`src/rtl/sram_seq_pkg.sv`:
```
package sram_seq_pkg;

   typedef enum logic [2:0] {
      PH_IDLE  = 3'd0,
      PH_PRE   = 3'd1,
      PH_ISO   = 3'd2,
      PH_WL    = 3'd3,
      PH_SENSE = 3'd4,
      PH_DROP  = 3'd5,
      PH_DONE  = 3'd6
   } phase_e;

   function automatic int unsigned max4(int unsigned a, int unsigned b,
                                        int unsigned c, int unsigned d);
      int unsigned m;
      m = a;
      if (b > m) m = b;
      if (c > m) m = c;
      if (d > m) m = d;
      return m;
   endfunction

endpackage

```
`src/rtl/sram_seq_dec.sv`:
```
module sram_seq_dec #(
   parameter int IN_W = 3,
   localparam int OUT_N = 1 << IN_W
) (
   input  logic [IN_W-1:0]  sel_i,
   input  logic             en_i,
   output logic [OUT_N-1:0] line_o
);

   for (genvar g = 0; g < OUT_N; g++) begin : g_line
      assign line_o[g] = en_i && (sel_i == IN_W'(g));
   end

endmodule

```
`src/rtl/sram_seq_fsm.sv`:
```
module sram_seq_fsm
   import sram_seq_pkg::*;
#(
   parameter int AW        = 5,
   parameter int DW        = 8,
   parameter int PRE_CYC   = 2,
   parameter int SENSE_DLY = 2,
   parameter int SENSE_CYC = 1,
   parameter int WR_CYC    = 2
) (
   input  logic          clk,
   input  logic          rst,
   input  logic [AW-1:0] addr_i,
   input  logic          wr_i,
   input  logic [DW-1:0] wdata_i,
   input  logic          start_i,
   output phase_e        phase_o,
   output logic [AW-1:0] addr_q_o,
   output logic          wr_q_o,
   output logic [DW-1:0] wdata_q_o,
   output logic          commit_o,
   output logic          capture_o
);

   localparam int MAXC  = max4(PRE_CYC, SENSE_DLY, SENSE_CYC, WR_CYC);
   localparam int CNT_W = $clog2(MAXC + 1);
   localparam logic [CNT_W-1:0] PRE_LD = CNT_W'(PRE_CYC - 1);
   localparam logic [CNT_W-1:0] DLY_LD = CNT_W'(SENSE_DLY - 1);
   localparam logic [CNT_W-1:0] SA_LD  = CNT_W'(SENSE_CYC - 1);
   localparam logic [CNT_W-1:0] WR_LD  = CNT_W'(WR_CYC - 1);

   phase_e           phase, nxt;
   logic [CNT_W-1:0] cnt;
   logic [AW-1:0]    prev_addr;
   logic             pend, chg, go, last, restart;

   assign chg  = (addr_i != prev_addr) || start_i;
   assign go   = chg || pend;
   assign last = (cnt == '0);

   always_comb begin
      nxt     = phase;
      restart = 1'b0;
      unique case (phase)
         PH_IDLE:  restart = chg;
         PH_PRE:   if (last) begin
                      if (go) restart = 1'b1;
                      else    nxt = PH_ISO;
                   end
         PH_ISO:   if (go) restart = 1'b1;
                   else    nxt = PH_WL;
         PH_WL:    if (last) begin
                      if (go)          nxt = PH_DROP;
                      else if (wr_q_o) nxt = PH_DONE;
                      else             nxt = PH_SENSE;
                   end
         PH_SENSE: if (last) nxt = go ? PH_DROP : PH_DONE;
         PH_DROP:  restart = 1'b1;
         PH_DONE:  if (go) restart = 1'b1;
                   else    nxt = PH_IDLE;
         default:  nxt = PH_IDLE;
      endcase
      if (restart) nxt = PH_PRE;
   end

   always_ff @(posedge clk) begin
      prev_addr <= addr_i;
      if (rst) begin
         phase     <= PH_IDLE;
         cnt       <= '0;
         pend      <= 1'b0;
         addr_q_o  <= '0;
         wr_q_o    <= 1'b0;
         wdata_q_o <= '0;
      end else begin
         phase <= nxt;
         if (restart) begin
            addr_q_o  <= addr_i;
            wr_q_o    <= wr_i;
            wdata_q_o <= wdata_i;
            pend      <= 1'b0;
            cnt       <= PRE_LD;
         end else begin
            pend <= pend || chg;
            if (nxt != phase) begin
               unique case (nxt)
                  PH_WL:    cnt <= wr_q_o ? WR_LD : DLY_LD;
                  PH_SENSE: cnt <= SA_LD;
                  default:  cnt <= '0;
               endcase
            end else if (!last) begin
               cnt <= cnt - 1'b1;
            end
         end
      end
   end

   assign phase_o   = phase;
   assign commit_o  = (phase == PH_WL) && last && !go && wr_q_o;
   assign capture_o = (phase == PH_SENSE) && last && !go;

endmodule

```
`src/rtl/sram_seq_cell_array.sv`:
```
module sram_seq_cell_array #(
   parameter int ROW_W = 3,
   parameter int COL_W = 2,
   parameter int DW    = 8,
   localparam int ROWS = 1 << ROW_W,
   localparam int COLS = 1 << COL_W
) (
   input  logic             clk,
   input  logic             we_i,
   input  logic [ROWS-1:0]  wl_i,
   input  logic [ROW_W-1:0] row_i,
   input  logic [COL_W-1:0] col_i,
   input  logic [DW-1:0]    bitb_pull_i,
   output logic [DW-1:0]    rdata_o
);

   logic [DW-1:0] cells [ROWS][COLS];

   // a pulled complement line leaves a 1 in the cell; a pulled true line a 0
   always_ff @(posedge clk) begin
      for (int r = 0; r < ROWS; r++) begin
         if (we_i && wl_i[r]) cells[r][col_i] <= bitb_pull_i;
      end
   end

   assign rdata_o = cells[row_i][col_i];

endmodule

```
`src/rtl/sram_seq_ctrl.sv`:
```
module sram_seq_ctrl
   import sram_seq_pkg::*;
#(
   parameter int ROW_W     = 3,
   parameter int COL_W     = 2,
   parameter int DW        = 8,
   parameter int PRE_CYC   = 2,
   parameter int SENSE_DLY = 2,
   parameter int SENSE_CYC = 1,
   parameter int WR_CYC    = 2,
   localparam int AW   = ROW_W + COL_W,
   localparam int ROWS = 1 << ROW_W,
   localparam int COLS = 1 << COL_W
) (
   input  logic             clk,
   input  logic             rst,
   input  logic [AW-1:0]    addr_i,
   input  logic             wr_i,
   input  logic [DW-1:0]    wdata_i,
   input  logic             start_i,
   output logic             pc_n_o,
   output logic             eq_n_o,
   output logic [ROWS-1:0]  wl_o,
   output logic             sense_en_o,
   output logic [COLS-1:0]  col_sel_o,
   output logic [DW-1:0]    bit_pull_o,
   output logic [DW-1:0]    bitb_pull_o,
   output logic [DW-1:0]    rdata_o,
   output logic             ready_o
);

   if (ROW_W < 1 || ROW_W > 10) begin : g_bad_row
      $error("sram_seq_ctrl: ROW_W out of range");
   end
   if (COL_W < 1 || COL_W > 6) begin : g_bad_col
      $error("sram_seq_ctrl: COL_W out of range");
   end
   if (DW < 1) begin : g_bad_dw
      $error("sram_seq_ctrl: DW must be positive");
   end
   if (PRE_CYC < 1 || SENSE_DLY < 1 || SENSE_CYC < 1 || WR_CYC < 1) begin : g_bad_len
      $error("sram_seq_ctrl: every phase length must be at least one cycle");
   end

   phase_e        phase;
   logic [AW-1:0] addr_q;
   logic          wr_q, commit, capture, wl_on, drive;
   logic [DW-1:0] wdata_q, cell_rd;

   sram_seq_fsm #(
      .AW(AW), .DW(DW), .PRE_CYC(PRE_CYC), .SENSE_DLY(SENSE_DLY),
      .SENSE_CYC(SENSE_CYC), .WR_CYC(WR_CYC)
   ) u_fsm (
      .clk(clk), .rst(rst), .addr_i(addr_i), .wr_i(wr_i),
      .wdata_i(wdata_i), .start_i(start_i), .phase_o(phase),
      .addr_q_o(addr_q), .wr_q_o(wr_q), .wdata_q_o(wdata_q),
      .commit_o(commit), .capture_o(capture)
   );

   assign wl_on = (phase == PH_WL) || (phase == PH_SENSE);
   assign drive = (phase == PH_WL) && wr_q;

   sram_seq_dec #(.IN_W(ROW_W)) u_row_dec (
      .sel_i(addr_q[AW-1:COL_W]), .en_i(wl_on), .line_o(wl_o)
   );

   sram_seq_dec #(.IN_W(COL_W)) u_col_dec (
      .sel_i(addr_q[COL_W-1:0]), .en_i(wl_on), .line_o(col_sel_o)
   );

   assign pc_n_o      = !((phase == PH_IDLE) || (phase == PH_PRE));
   assign eq_n_o      = pc_n_o;
   assign sense_en_o  = (phase == PH_SENSE);
   assign bit_pull_o  = drive ? ~wdata_q : '0;
   assign bitb_pull_o = drive ?  wdata_q : '0;
   assign ready_o     = (phase == PH_DONE);

   sram_seq_cell_array #(.ROW_W(ROW_W), .COL_W(COL_W), .DW(DW)) u_cells (
      .clk(clk), .we_i(commit), .wl_i(wl_o),
      .row_i(addr_q[AW-1:COL_W]), .col_i(addr_q[COL_W-1:0]),
      .bitb_pull_i(bitb_pull_o), .rdata_o(cell_rd)
   );

   always_ff @(posedge clk) begin
      if (rst)          rdata_o <= '0;
      else if (capture) rdata_o <= cell_rd;
   end

endmodule

```
`config.mk`:
```
export PLATFORM = sky130hd
export DESIGN_NAME = sram_seq_ctrl
export DESIGN_NICKNAME = d
export VERILOG_FILES = /design/src/rtl/sram_seq_pkg.sv /design/src/rtl/sram_seq_dec.sv /design/src/rtl/sram_seq_fsm.sv /design/src/rtl/sram_seq_cell_array.sv /design/src/rtl/sram_seq_ctrl.sv
export SDC_FILE = /design/constraint.sdc
export NUM_CORES = 1
export LEC_CHECK = 0
export ABC_AREA = 1
export CAP_MARGIN = 20
export CORE_ASPECT_RATIO = 0.7
export CORE_MARGIN = 10
export CORE_UTILIZATION = 41
export DETAILED_ROUTE_END_ITERATION = 7
export PLACE_DENSITY_LB_ADDON = 0.25
export SETUP_SLACK_MARGIN = 0.2
export SLEW_MARGIN = 20
export SYNTH_ARGS = -nofsm -noshare
export SYNTH_HDL_FRONTEND = slang
export SYNTH_SLANG_ARGS = --single-unit
```
`constraint.sdc`:
```
create_clock -name clk -period 3.5 [get_ports clk]
set_input_delay 1.05 -clock clk [delete_from_list [all_inputs] [get_ports clk]]
set_output_delay 1.05 -clock clk [all_outputs]
set_load 0.01 [all_outputs]
```
==> reports/qor.yml <==
sta:
  fin_ws_ns: 0.163
  worst_pin_slew_ns: 0.852
  slew_headroom_pct: 43.1
  finalCritPeriodShare_pct: 95.3
  fmax_mhz: 300
  fin_tns_setup_ns: 0
  min_period_ns: 3.34
  clock_skew_ns: 0.0285
  setup_violations: 0
  hold_viol: 0
  slew_violations: 0
  rsz0062_at_grt: "true"
  finalHoldWorstSlack_ns: 0.500
critical_path:
  crit_family: "buffers and inverters"
  crit_type: "flip-flop to primary output"
  worstPathRequired_ns: 2.45
  crit_buf_inv: 4
  critPathMaxFanout: 14
  cp_slowest_cell: "clkdlybuf4s50_1"
  max_stage_delay_ns: 0.53
  crit_chain: "inv_2, nor3_4, nand2_1, buf_6, nor2_4, buf_12, clkdlybuf4s50_1"
  cp.arrival_ns: 2.29
  end_kind: "primary output"
  startpoint_type: "flip-flop"
clock_network:
  cts_tree: "yes"
  clk_pin_slew_ns: 0.06
  htree_num_levels: 1
  clkSinkCount: 292
  cts.path.max_buffers: 3
  clk-insertion-delay-late_ns: 0.57
  ctsHoldBuffers: 0
  cts_buffers: 28
  cts_root_buffer: "clkbuf_16"
global_route:
  grt_usage_pct: 16.7
  grt.overflow.total: 0
  grt_max_degree: 129
  grt_pass1_wl_mm: 46.4
  antenna_found_initial: 0
  grt_pass1_vias: 7293
floorplan:
  die_y_um: 162
  die_w_um: 223
  ios: 57
  placeableCoreArea_sq_mm: 0.0281
  fp-row-count: 51
  die-area_sq_mm: 0.0360
  initial_utilization_pct: 41.9
cells_and_area:
  seq_area_sq_mm: 0.00842
  fillers: 2470
  multiInputGateArea_sq_mm: 0.00300
  drive_above_1_share_pct: 13.2
  diodes: 0
  syn_to_final_growth_pct: 19.1
  nets: 1035
logic_synthesis:
  synth_top_area_cell: "edfxtp_1"
  synth-main-ff-cell: "edfxtp_1"
  synth_top_family_by_area: "compound AO/OA/AOI/OAI gates"
  yosysUniqueCellTypes: 33
  synthXorXnorAreaFrac_pct: 0.0744
  synth.area.mux_share_pct: 3.49
  yosys.area_share.simple_pct: 10.1
  yosys.area_share.adder_pct: 0.106
  yosysMostFrequentCell: "edfxtp_1"
  seq_area_frac_synth_pct: 71.4
  synth_common_cells: "256 x edfxtp_1, 206 x nor2_1, 82 x o21ai_0, 43 x inv_1"
  async_flop_share_pct: 0
  syn_area_sq_mm: 0.0118
  synth.area.top_cells: "edfxtp_1 65%, nor2_1 6.6%, dfxtp_1 6.1%"
  netlist_instances: 924
  avgSynthCellArea_sq_um: 12.7
  synth_compound_area_share_pct: 11.1
  ys_seq_elements: 292
  yosysTopAreaCellShare_pct: 65.3
  synth_nets: 942
  synth-edff-count: 256
  yosysWarningCount: 0
drt:
  wirelength_mm: 31.0
  antenna_left: 0
  drt_iter0_drc: 973
  via_per_inst: 5.52
  routedWlPerCell_um: 22.0
  vias: 7784
  first_pass_iters: 5
  remaining_drc_errors: 0
pwr:
  p_sw_share_pct: 23.5
  seq_power_share_pct: 51.2
  max-vdd-ir-drop_uv: 387
  p_int_w: 0.00568
  leakagePower_nw: 4.26
  power.density_mw_per_mm2: 530
  power.switching_w: 0.00175
  combPwrFrac_pct: 8.2
  total_power_w: 0.00743
  clkPwrFrac_pct: 40.6
placed_design:
  place.gp.congestion: 0.902
  place_hpwl_mm: 20.1
  port_buffers: 56
  dp_slack_ns: 0.0280
status:
  status: "finished clean"
run:
  drv_cap: 0
worst_hold_path:
  hold_path.class: "flip-flop to flip-flop"
final timing paths:
kind	slack [ns]	cells after the start	from	endpoint
setup / recovery	0.16	7	u_fsm.phase_o[0]$_SDFF_PP0_	bitb_pull_o[4]
hold / removal	0.50	2	u_fsm.wdata_q_o[5]$_SDFFE_PP0P_	u_fsm.wdata_q_o[5]$_SDFFE_PP0P_
setup reg to reg	1.17	11	u_fsm.prev_addr[3]$_DFF_P_	u_cells.cells[6][17]$_DFFE_PP_
hold reg to reg	0.50	2	u_fsm.wdata_q_o[5]$_SDFFE_PP0P_	u_fsm.wdata_q_o[5]$_SDFFE_PP0P_
layout by cell type, fill, tap and decap left out, types with 8 or more instances in the layout:
master	count
a21oi_1	18
buf_4	54
clkbuf_1	11
clkbuf_16	28
clkdlybuf4s50_1	34
dfxtp_1	32
dlygate4sd2_1	15
edfxtp_1	256
inv_1	43
mux2i_1	41
nand2_1	41
nand3_1	13
nor2_1	195
nor2_2	9
nor2_4	11
o211ai_1	23
o21ai_0	82
o21ai_1	8
o221ai_1	41
o32ai_1	23
power groups by stage:
stage	registers, W	logic, W	clock network [W]
2_1_floorplan	0.00385	0.000414	0
4_1_cts	0.00380	0.000600	0.00306
3_3_place_gp	0.00387	0.000591	0
5_1_grt	0.00380	0.000661	0.00320
3_5_place_dp	0.00387	0.000592	0
6_report	0.00380	0.000610	0.00302
layout make-up:
class                   count  area share (%)
flip-flops and latches    292            60.0
multi-input cells         528            21.4
repair buffers            114            7.39
clock buffers              40            5.39
well taps                 371            3.31
inverters                  53            1.47
clock inverters            12            1.05
state kept, by name (all words and copies together), names as in the netlist, named ones only:
signal / flops
u_fsm.phase_o: 3
rdata_o: 8
u_fsm.cnt: 2
u_fsm.addr_q_o: 5
u_cells.cells: 256
u_fsm.pend: 1
u_fsm.wr_q_o: 1
u_fsm.prev_addr: 5
u_fsm.wdata_q_o: 8
timing repair:
item                                    4_1_cts  5_1_grt
endpoints found under the hold margin         0        0
setup buffers                                 0        1
endpoints found under the setup margin       25       21
resized for setup                            28       12
pin swaps                                     0        2
worst min-delay path, stage by stage (launching register included):
cell and delay (ns):
dfxtp_1 0.31, inv_1 0.08, a21oi_1 0.06
kinds of logic (layout without fill, tap and decap cells):
kind of cell | Yosys count | after routing
buffers and inverters | 104 | 219
multiplexers | 41 | 41
flip-flops | 292 | 292
XOR/XNOR | 1 | 1
AO/OA/AOI/OAI | 199 | 199
adder cells (fa/ha/maj) | 1 | 1
AND/OR/NAND/NOR | 286 | 286
per-stage QoR:
step	std cells	cell area, sq um	util, %
2_1_floorplan	924	11800	-
3_3_place_gp	1357	13000	46.5
3_5_place_dp	1357	13000	46.5
4_1_cts	1409	14000	49.8
5_1_grt	1410	14000	50.0
6_report	1410	14000	50.0
metal layers:
layer / global-route usage [%] / up-vias / part of all wire (%)
li1: - / 3588 / -
met1: 24.2 / 3803 / 45
met2: 23.8 / 342 / 42
met3: 5.09 / 51 / 11
met4: 3.83 / 0 / 2.2
met5: 0 / - / 0
Note: power is estimated with default switching activity, not from simulation.
